### config.mk
export PLATFORM = sky130hd
export DESIGN_NAME = intdiv_seq
export DESIGN_NICKNAME = d
export VERILOG_FILES = /design/src/rtl/intdiv_pkg.sv /design/src/rtl/intdiv_lzc.sv /design/src/rtl/intdiv_prep.sv /design/src/rtl/intdiv_step.sv /design/src/rtl/intdiv_seq.sv
export SDC_FILE = /design/constraint.sdc
export NUM_CORES = 1
export LEC_CHECK = 0
export ABC_CLOCK_PERIOD_IN_PS = 4500
export BUFFER_PORTS_ARGS = -buffer_cell sky130_fd_sc_hd__buf_4
export CAP_MARGIN = 5
export CELL_PAD_IN_SITES_DETAIL_PLACEMENT = 2
export CELL_PAD_IN_SITES_GLOBAL_PLACEMENT = 2
export CORE_ASPECT_RATIO = 0.6
export CORE_MARGIN = 3
export CORE_UTILIZATION = 33
export DETAILED_ROUTE_END_ITERATION = 12
export PLACE_DENSITY = 0.84
export SLEW_MARGIN = 0
export SYNTH_ARGS = -nofsm -noshare
export SYNTH_HDL_FRONTEND = slang
export SYNTH_HIERARCHICAL = 1
export SYNTH_SLANG_ARGS = --single-unit
### constraint.sdc
create_clock -name clk -period 4.5 [get_ports clk]
set_clock_uncertainty 0.1 [all_clocks]
set_input_delay 0 -clock clk [delete_from_list [all_inputs] [get_ports clk]]
set_output_delay 0 -clock clk [all_outputs]
set_load 0.005 [all_outputs]
### src/rtl/intdiv_pkg.sv
// Package: shared width and controller state type for the iterative divider.
// Assumes operand and result widths are equal.
package intdiv_pkg;
    parameter int DIV_W = 32;

    typedef enum logic [0:0] {
        ST_IDLE = 1'b0,
        ST_RUN  = 1'b1
    } div_state_e;
endpackage

### src/rtl/intdiv_lzc.sv
// Leading-zero counter: number of zero bits above the highest set bit of val.
// Returns W when val is zero. Purely combinational.
module intdiv_lzc #(
    parameter int W = 32,
    localparam int CW = $clog2(W + 1)
) (
    input  logic [W-1:0]  val,
    output logic [CW-1:0] zeros
);
    // Scan upward so the highest set bit sets the final count.
    always_comb begin
        zeros = CW'(W);
        for (int i = 0; i < W; i++) begin
            if (val[i]) zeros = CW'(W - 1 - i);
        end
    end
endmodule

### src/rtl/intdiv_prep.sv
// Operand preparation: magnitudes of both operands and the quotient sign.
// In unsigned mode operands pass through and the sign is positive.
// The most negative value maps to its own bit pattern, read as unsigned.
module intdiv_prep #(
    parameter int W = 32
) (
    input  logic [W-1:0] num,
    input  logic [W-1:0] den,
    input  logic         is_signed,
    output logic [W-1:0] num_mag,
    output logic [W-1:0] den_mag,
    output logic         neg
);
    logic num_neg;
    logic den_neg;

    // Sign detection and conditional two's complement negation.
    always_comb begin
        num_neg = is_signed & num[W-1];
        den_neg = is_signed & den[W-1];
        num_mag = num_neg ? (~num + 1'b1) : num;
        den_mag = den_neg ? (~den + 1'b1) : den;
        neg     = num_neg ^ den_neg;
    end
endmodule

### src/rtl/intdiv_step.sv
// One restoring-division iteration.
// work holds the remaining dividend bits at the top and the quotient bits
// gathered so far at the bottom. Assumes rem < dsr on entry.
module intdiv_step #(
    parameter int W = 32
) (
    input  logic [W-1:0] rem,
    input  logic [W-1:0] work,
    input  logic [W-1:0] dsr,
    output logic [W-1:0] rem_nx,
    output logic [W-1:0] work_nx
);
    logic [W:0] shifted;
    logic [W:0] trial;
    logic       qbit;

    // Shift in the next dividend bit, try the subtraction, restore on borrow.
    always_comb begin
        shifted = {rem, work[W-1]};
        trial   = shifted - {1'b0, dsr};
        qbit    = ~trial[W];
        rem_nx  = qbit ? trial[W-1:0] : shifted[W-1:0];
        work_nx = {work[W-2:0], qbit};
    end
endmodule

### src/rtl/intdiv_seq.sv
// Iterative quotient-only divider with start/busy/done handshake.
// Accepts start only when idle. A zero divisor or zero dividend finishes on
// the accepting edge. Otherwise the loop runs once per significant dividend bit.
// quotient and div_zero are registered and change only on completion.
// Synchronous active-low reset.
module intdiv_seq
    import intdiv_pkg::*;
#(
    parameter int W = DIV_W,
    localparam int CW = $clog2(W + 1)
) (
    input  logic         clk,
    input  logic         rst_n,
    input  logic         start,
    input  logic         is_signed,
    input  logic [W-1:0] dividend,
    input  logic [W-1:0] divisor,
    output logic         busy,
    output logic         done,
    output logic [W-1:0] quotient,
    output logic         div_zero
);
    div_state_e    state_q;
    logic [W-1:0]  rem_q;
    logic [W-1:0]  work_q;
    logic [W-1:0]  dsr_q;
    logic          neg_q;
    logic [CW-1:0] cnt_q;

    logic [W-1:0]  num_mag;
    logic [W-1:0]  den_mag;
    logic          neg_in;
    logic [CW-1:0] lead_zeros;
    logic [W-1:0]  rem_nx;
    logic [W-1:0]  work_nx;
    logic          accept;
    logic          trivial;

    intdiv_prep #(.W(W)) u_prep (
        .num       (dividend),
        .den       (divisor),
        .is_signed (is_signed),
        .num_mag   (num_mag),
        .den_mag   (den_mag),
        .neg       (neg_in)
    );

    intdiv_lzc #(.W(W)) u_lzc (
        .val   (num_mag),
        .zeros (lead_zeros)
    );

    intdiv_step #(.W(W)) u_step (
        .rem     (rem_q),
        .work    (work_q),
        .dsr     (dsr_q),
        .rem_nx  (rem_nx),
        .work_nx (work_nx)
    );

    // Acceptance and the cases that need no iteration.
    always_comb begin
        accept  = start && (state_q == ST_IDLE);
        trivial = (den_mag == '0) || (num_mag == '0);
    end

    // Controller and datapath registers.
    always_ff @(posedge clk) begin
        if (!rst_n) begin
            state_q  <= ST_IDLE;
            rem_q    <= '0;
            work_q   <= '0;
            dsr_q    <= '0;
            neg_q    <= 1'b0;
            cnt_q    <= '0;
            done     <= 1'b0;
            quotient <= '0;
            div_zero <= 1'b0;
        end else begin
            done <= 1'b0;
            case (state_q)
                ST_IDLE: begin
                    if (accept) begin
                        if (trivial) begin
                            done     <= 1'b1;
                            quotient <= '0;
                            div_zero <= (den_mag == '0);
                        end else begin
                            state_q <= ST_RUN;
                            rem_q   <= '0;
                            work_q  <= num_mag << lead_zeros;
                            dsr_q   <= den_mag;
                            neg_q   <= neg_in;
                            cnt_q   <= CW'(W) - lead_zeros;
                        end
                    end
                end
                ST_RUN: begin
                    rem_q  <= rem_nx;
                    work_q <= work_nx;
                    cnt_q  <= cnt_q - 1'b1;
                    if (cnt_q == CW'(1)) begin
                        state_q  <= ST_IDLE;
                        done     <= 1'b1;
                        div_zero <= 1'b0;
                        quotient <= neg_q ? (~work_nx + 1'b1) : work_nx;
                    end
                end
                default: state_q <= ST_IDLE;
            endcase
        end
    end

    // Busy follows the loop state.
    assign busy = (state_q == ST_RUN);
endmodule

==> results_dict.tcl <==
set metrics [dict create \
    synth-seq-cells 138 \
    pre_cts_ws_ns -0.118 \
    multi_input_area_sq_mm 0.00852 \
    finalSetupTns_ns 0 \
    die_h_um 155 \
    start_util 0.342 \
    hpwl_um 39800 \
    drt_first_pass_iters 5 \
    io_pins 103 \
    status "finished clean" \
    rsz0062_at_grt "no" \
    synthArstFlopShare 0 \
    hold_start "start" \
    syn2layout_area_growth_pct 18.9 \
    nFillCells 4030 \
    power_frac_clock 0.196 \
    r2r_start "work_q[31]$_SDFFE_PN0P_" \
    stdcell_area_sq_mm 0.0146 \
    period_share 0.964 \
    netlist.area_leader.share 0.225 \
    start_kind "primary input" \
    layoutNonFillerInstCount 2138 \
    endpoint_kind "flip-flop" \
    ant_nets 0 \
    grt_max_degree 59 \
    remaining_drc_errors 0 \
    place_area_sq_mm 0.0135 \
    maxCapViolCount 0 \
    postSynthCellCount 1533 \
    dpl.cell_count 2061 \
    clkLatencyLatePin_ns 0.47 \
    setup_slack_ns 0.163 \
    drtIter0Drc 1143 \
    internal_power_mw 4.05 \
    power.switching_mw 3.37 \
    cts_buffers 17 \
    tightest_slew_ns 1.10 \
    ys.flop_type "dfxtp_1" \
    combinationalPowerShare 0.598 \
    setup_violations 0 \
    die_area_sq_mm 0.0396 \
    wl_per_cell_um 25.7 \
    synth_largest_area_cell "dfxtp_1" \
    drv_slew 0 \
    cts.sinks 138 \
    critical_path_peak_fanout 33 \
    netlist_area_sq_mm 0.0123 \
    synth_area_leaders "dfxtp_1, nand2_1, a21oi_1" \
    clk_pin_slew_ns 0.07 \
    antenna_found_initial 1 \
    route.vias.total 13096 \
    grt-ovfl-total 0 \
    synth_cell_types 101 \
    critPathArrivalTime_ns 4.55 \
    groute.usage.overall 0.277 \
    hold_slack_ns 0.0428 \
    seq_area_sq_mm 0.00276 \
    powerDensity_mw_per_mm2 509 \
    p_seq_frac 0.207 \
    ys.warnings.count 6 \
    cts-root-to-sink-buffers 2 \
    std_cell_rows 53 \
    drive_gt1_frac 0.203 \
    grt_pass1_wl_um 84900 \
    htreeDepth 4 \
    place_congestion 0.912 \
    finalHoldViolations 0 \
    ys_seq_area_frac 0.225 \
    finalCriticalPeriod_ns 4.34 \
    p_leak_nw 5.64 \
    netSwitchingFraction 0.454 \
    max_slew_margin 0.269 \
    crit_start "divisor[7]" \
    cts-root-buf "clkbuf_16" \
    hold_class "primary input to flip-flop" \
    routed_wl_um 54900 \
    cts_tree "yes" \
    first_global_vias 13813 \
    die_w_um 255 \
    cp.required_ns 4.72 \
    vias_per_cell 6.13 \
    peakVddDrop_mv 0.323 \
    port_buffers 102 \
    coreArea_sq_mm 0.0358 \
    final_nets 1762 \
    synth_nets 1640 \
    synth_edf_count 0 \
    post_synth.cell_area_avg_sq_um 7.99 \
    max_freq_mhz 231 \
    timing_worst_setup_path_type "primary input to flip-flop" \
]
-- per-stage QoR --
step / utilization / power, mW
final: 0.407 / 7.42
after global routing: 0.407 / 7.84
after CTS: 0.405 / 7.29
after detailed placement: 0.377 / 5.74
after global placement: 0.377 / 5.53
after floorplan: - / 4.80
-- state kept, by name, summed over array words and instances, names as in the netlist --
name and count:
neg_q 1, rem_q 32, quotient 32, work_q 32, busy 1, done 1, cnt_q 6, div_zero 1
dsr_q 32
-- critical path, cell delays in order --
cell and delay, ns:
dlygate4sd3_1 0.55, buf_4 0.17, or4_1 0.67, nand2b_1 0.43, buf_4 0.29, o31ai_1 0.25
xnor2_1 0.18, nor4_1 0.34, nand2_1 0.21, or4_4 0.64, and3_1 0.21, buf_4 0.26
nand2_1 0.25, a21oi_1 0.10
-- per-layer routing --
metal,wire (um),GRT usage,up-vias,part of all wire
met5,0,0,-,0
met4,840,0.0591,0,0.015
met3,3480,0.0398,62,0.063
met2,23800,0.420,480,0.43
met1,26800,0.413,6693,0.49
li1,-,-,5861,-
-- cells by family (layout without fill, tap and decap cells) --
family          after synthesis  in the layout  synth area share
compound gates              398            398             0.221
xor+xnor                    119            119            0.0851
fa+ha+maj                    39             39            0.0404
buf+inv                     188            323            0.0865
flops                       138            138             0.225
mux                         107            107             0.119
other cells                   0              3                 0
simple gates                544            544             0.223
-- final timing paths --
path                                             endpoint  slack, ns  cells past startpoint
worst min register to register     dsr_q[30]$_SDFFE_PN0P_       0.36                      2
worst max-delay path                dsr_q[0]$_SDFFE_PN0P_       0.16                     14
worst min-delay path                cnt_q[1]$_SDFFE_PN0P_       0.04                      4
worst max register to register  quotient[26]$_SDFFE_PN0P_       0.23                     19
-- layout make-up --
| cell class | count | area share |
|---|---|---|
| diodes | 3 | 0.000515 |
| clock buffers | 17 | 0.0292 |
| clock inverters | 15 | 0.0116 |
| flip-flops and latches | 138 | 0.190 |
| repair buffers | 227 | 0.127 |
| multi-input cells | 1207 | 0.585 |
| well taps | 467 | 0.0401 |
| inverters | 64 | 0.0170 |
-- synthesized netlist by cell type, types with 10 or more instances --
library cell	instances
nor4_1	38
clkbuf_1	44
and2_1	12
mux2_4	19
o2bb2ai_1	37
dfxtp_1	138
buf_4	44
xor2_1	67
nand4_1	19
nand2_1	186
a21o_1	20
or3_1	11
inv_1	62
o21ai_0	50
nand3_1	74
nor2_1	87
ha_1	38
or4_1	17
xnor2_1	52
mux2_2	23
o21a_1	10
nor3_1	36
o31ai_1	28
mux4_2	20
buf_2	17
a21oi_1	124
a31oi_1	38
nand2b_1	12
mux2i_1	44
-- power by group through the flow --
stage	registers, mW	logic (mW)	clock network, mW
after floorplan	1.45	3.35	0
after global placement	1.54	4.00	0
after detailed placement	1.55	4.19	0
after CTS	1.53	4.30	1.47
after global routing	1.55	4.76	1.53
final	1.53	4.43	1.45
-- timing repair --
item / CTS / global route
buffers inserted: 1 / 1
hold buffers: 40 / 0
endpoints found under the hold margin: 44 / 0
pin swaps: 1 / 1
endpoints found under the setup margin: 1 / 55
gates cloned: 0 / 0
resized for setup: 0 / 12
-- placed cells by master (no fill, tap or decap), types with 10 or more instances in the layout --
master	Yosys	layout
nand2_1	186	185
buf_4	44	183
dfxtp_1	138	137
a21oi_1	124	123
nor2_1	87	87
nand3_1	74	74
xor2_1	67	67
inv_1	62	61
xnor2_1	52	51
o21ai_0	50	49
mux2i_1	44	44
dlygate4sd3_1	0	40
a31oi_1	38	38
ha_1	38	38
o2bb2ai_1	37	37
nor4_1	38	35
nor3_1	36	35
o31ai_1	28	27
mux2_2	23	23
mux4_2	20	20
a21o_1	20	20
nand4_1	19	19
mux2_4	19	19
or4_1	17	17
clkbuf_16	0	17
nand2b_1	12	12
and2_1	12	12
or3_1	11	11
o21a_1	10	10
Power figures use the tool's default switching activity.
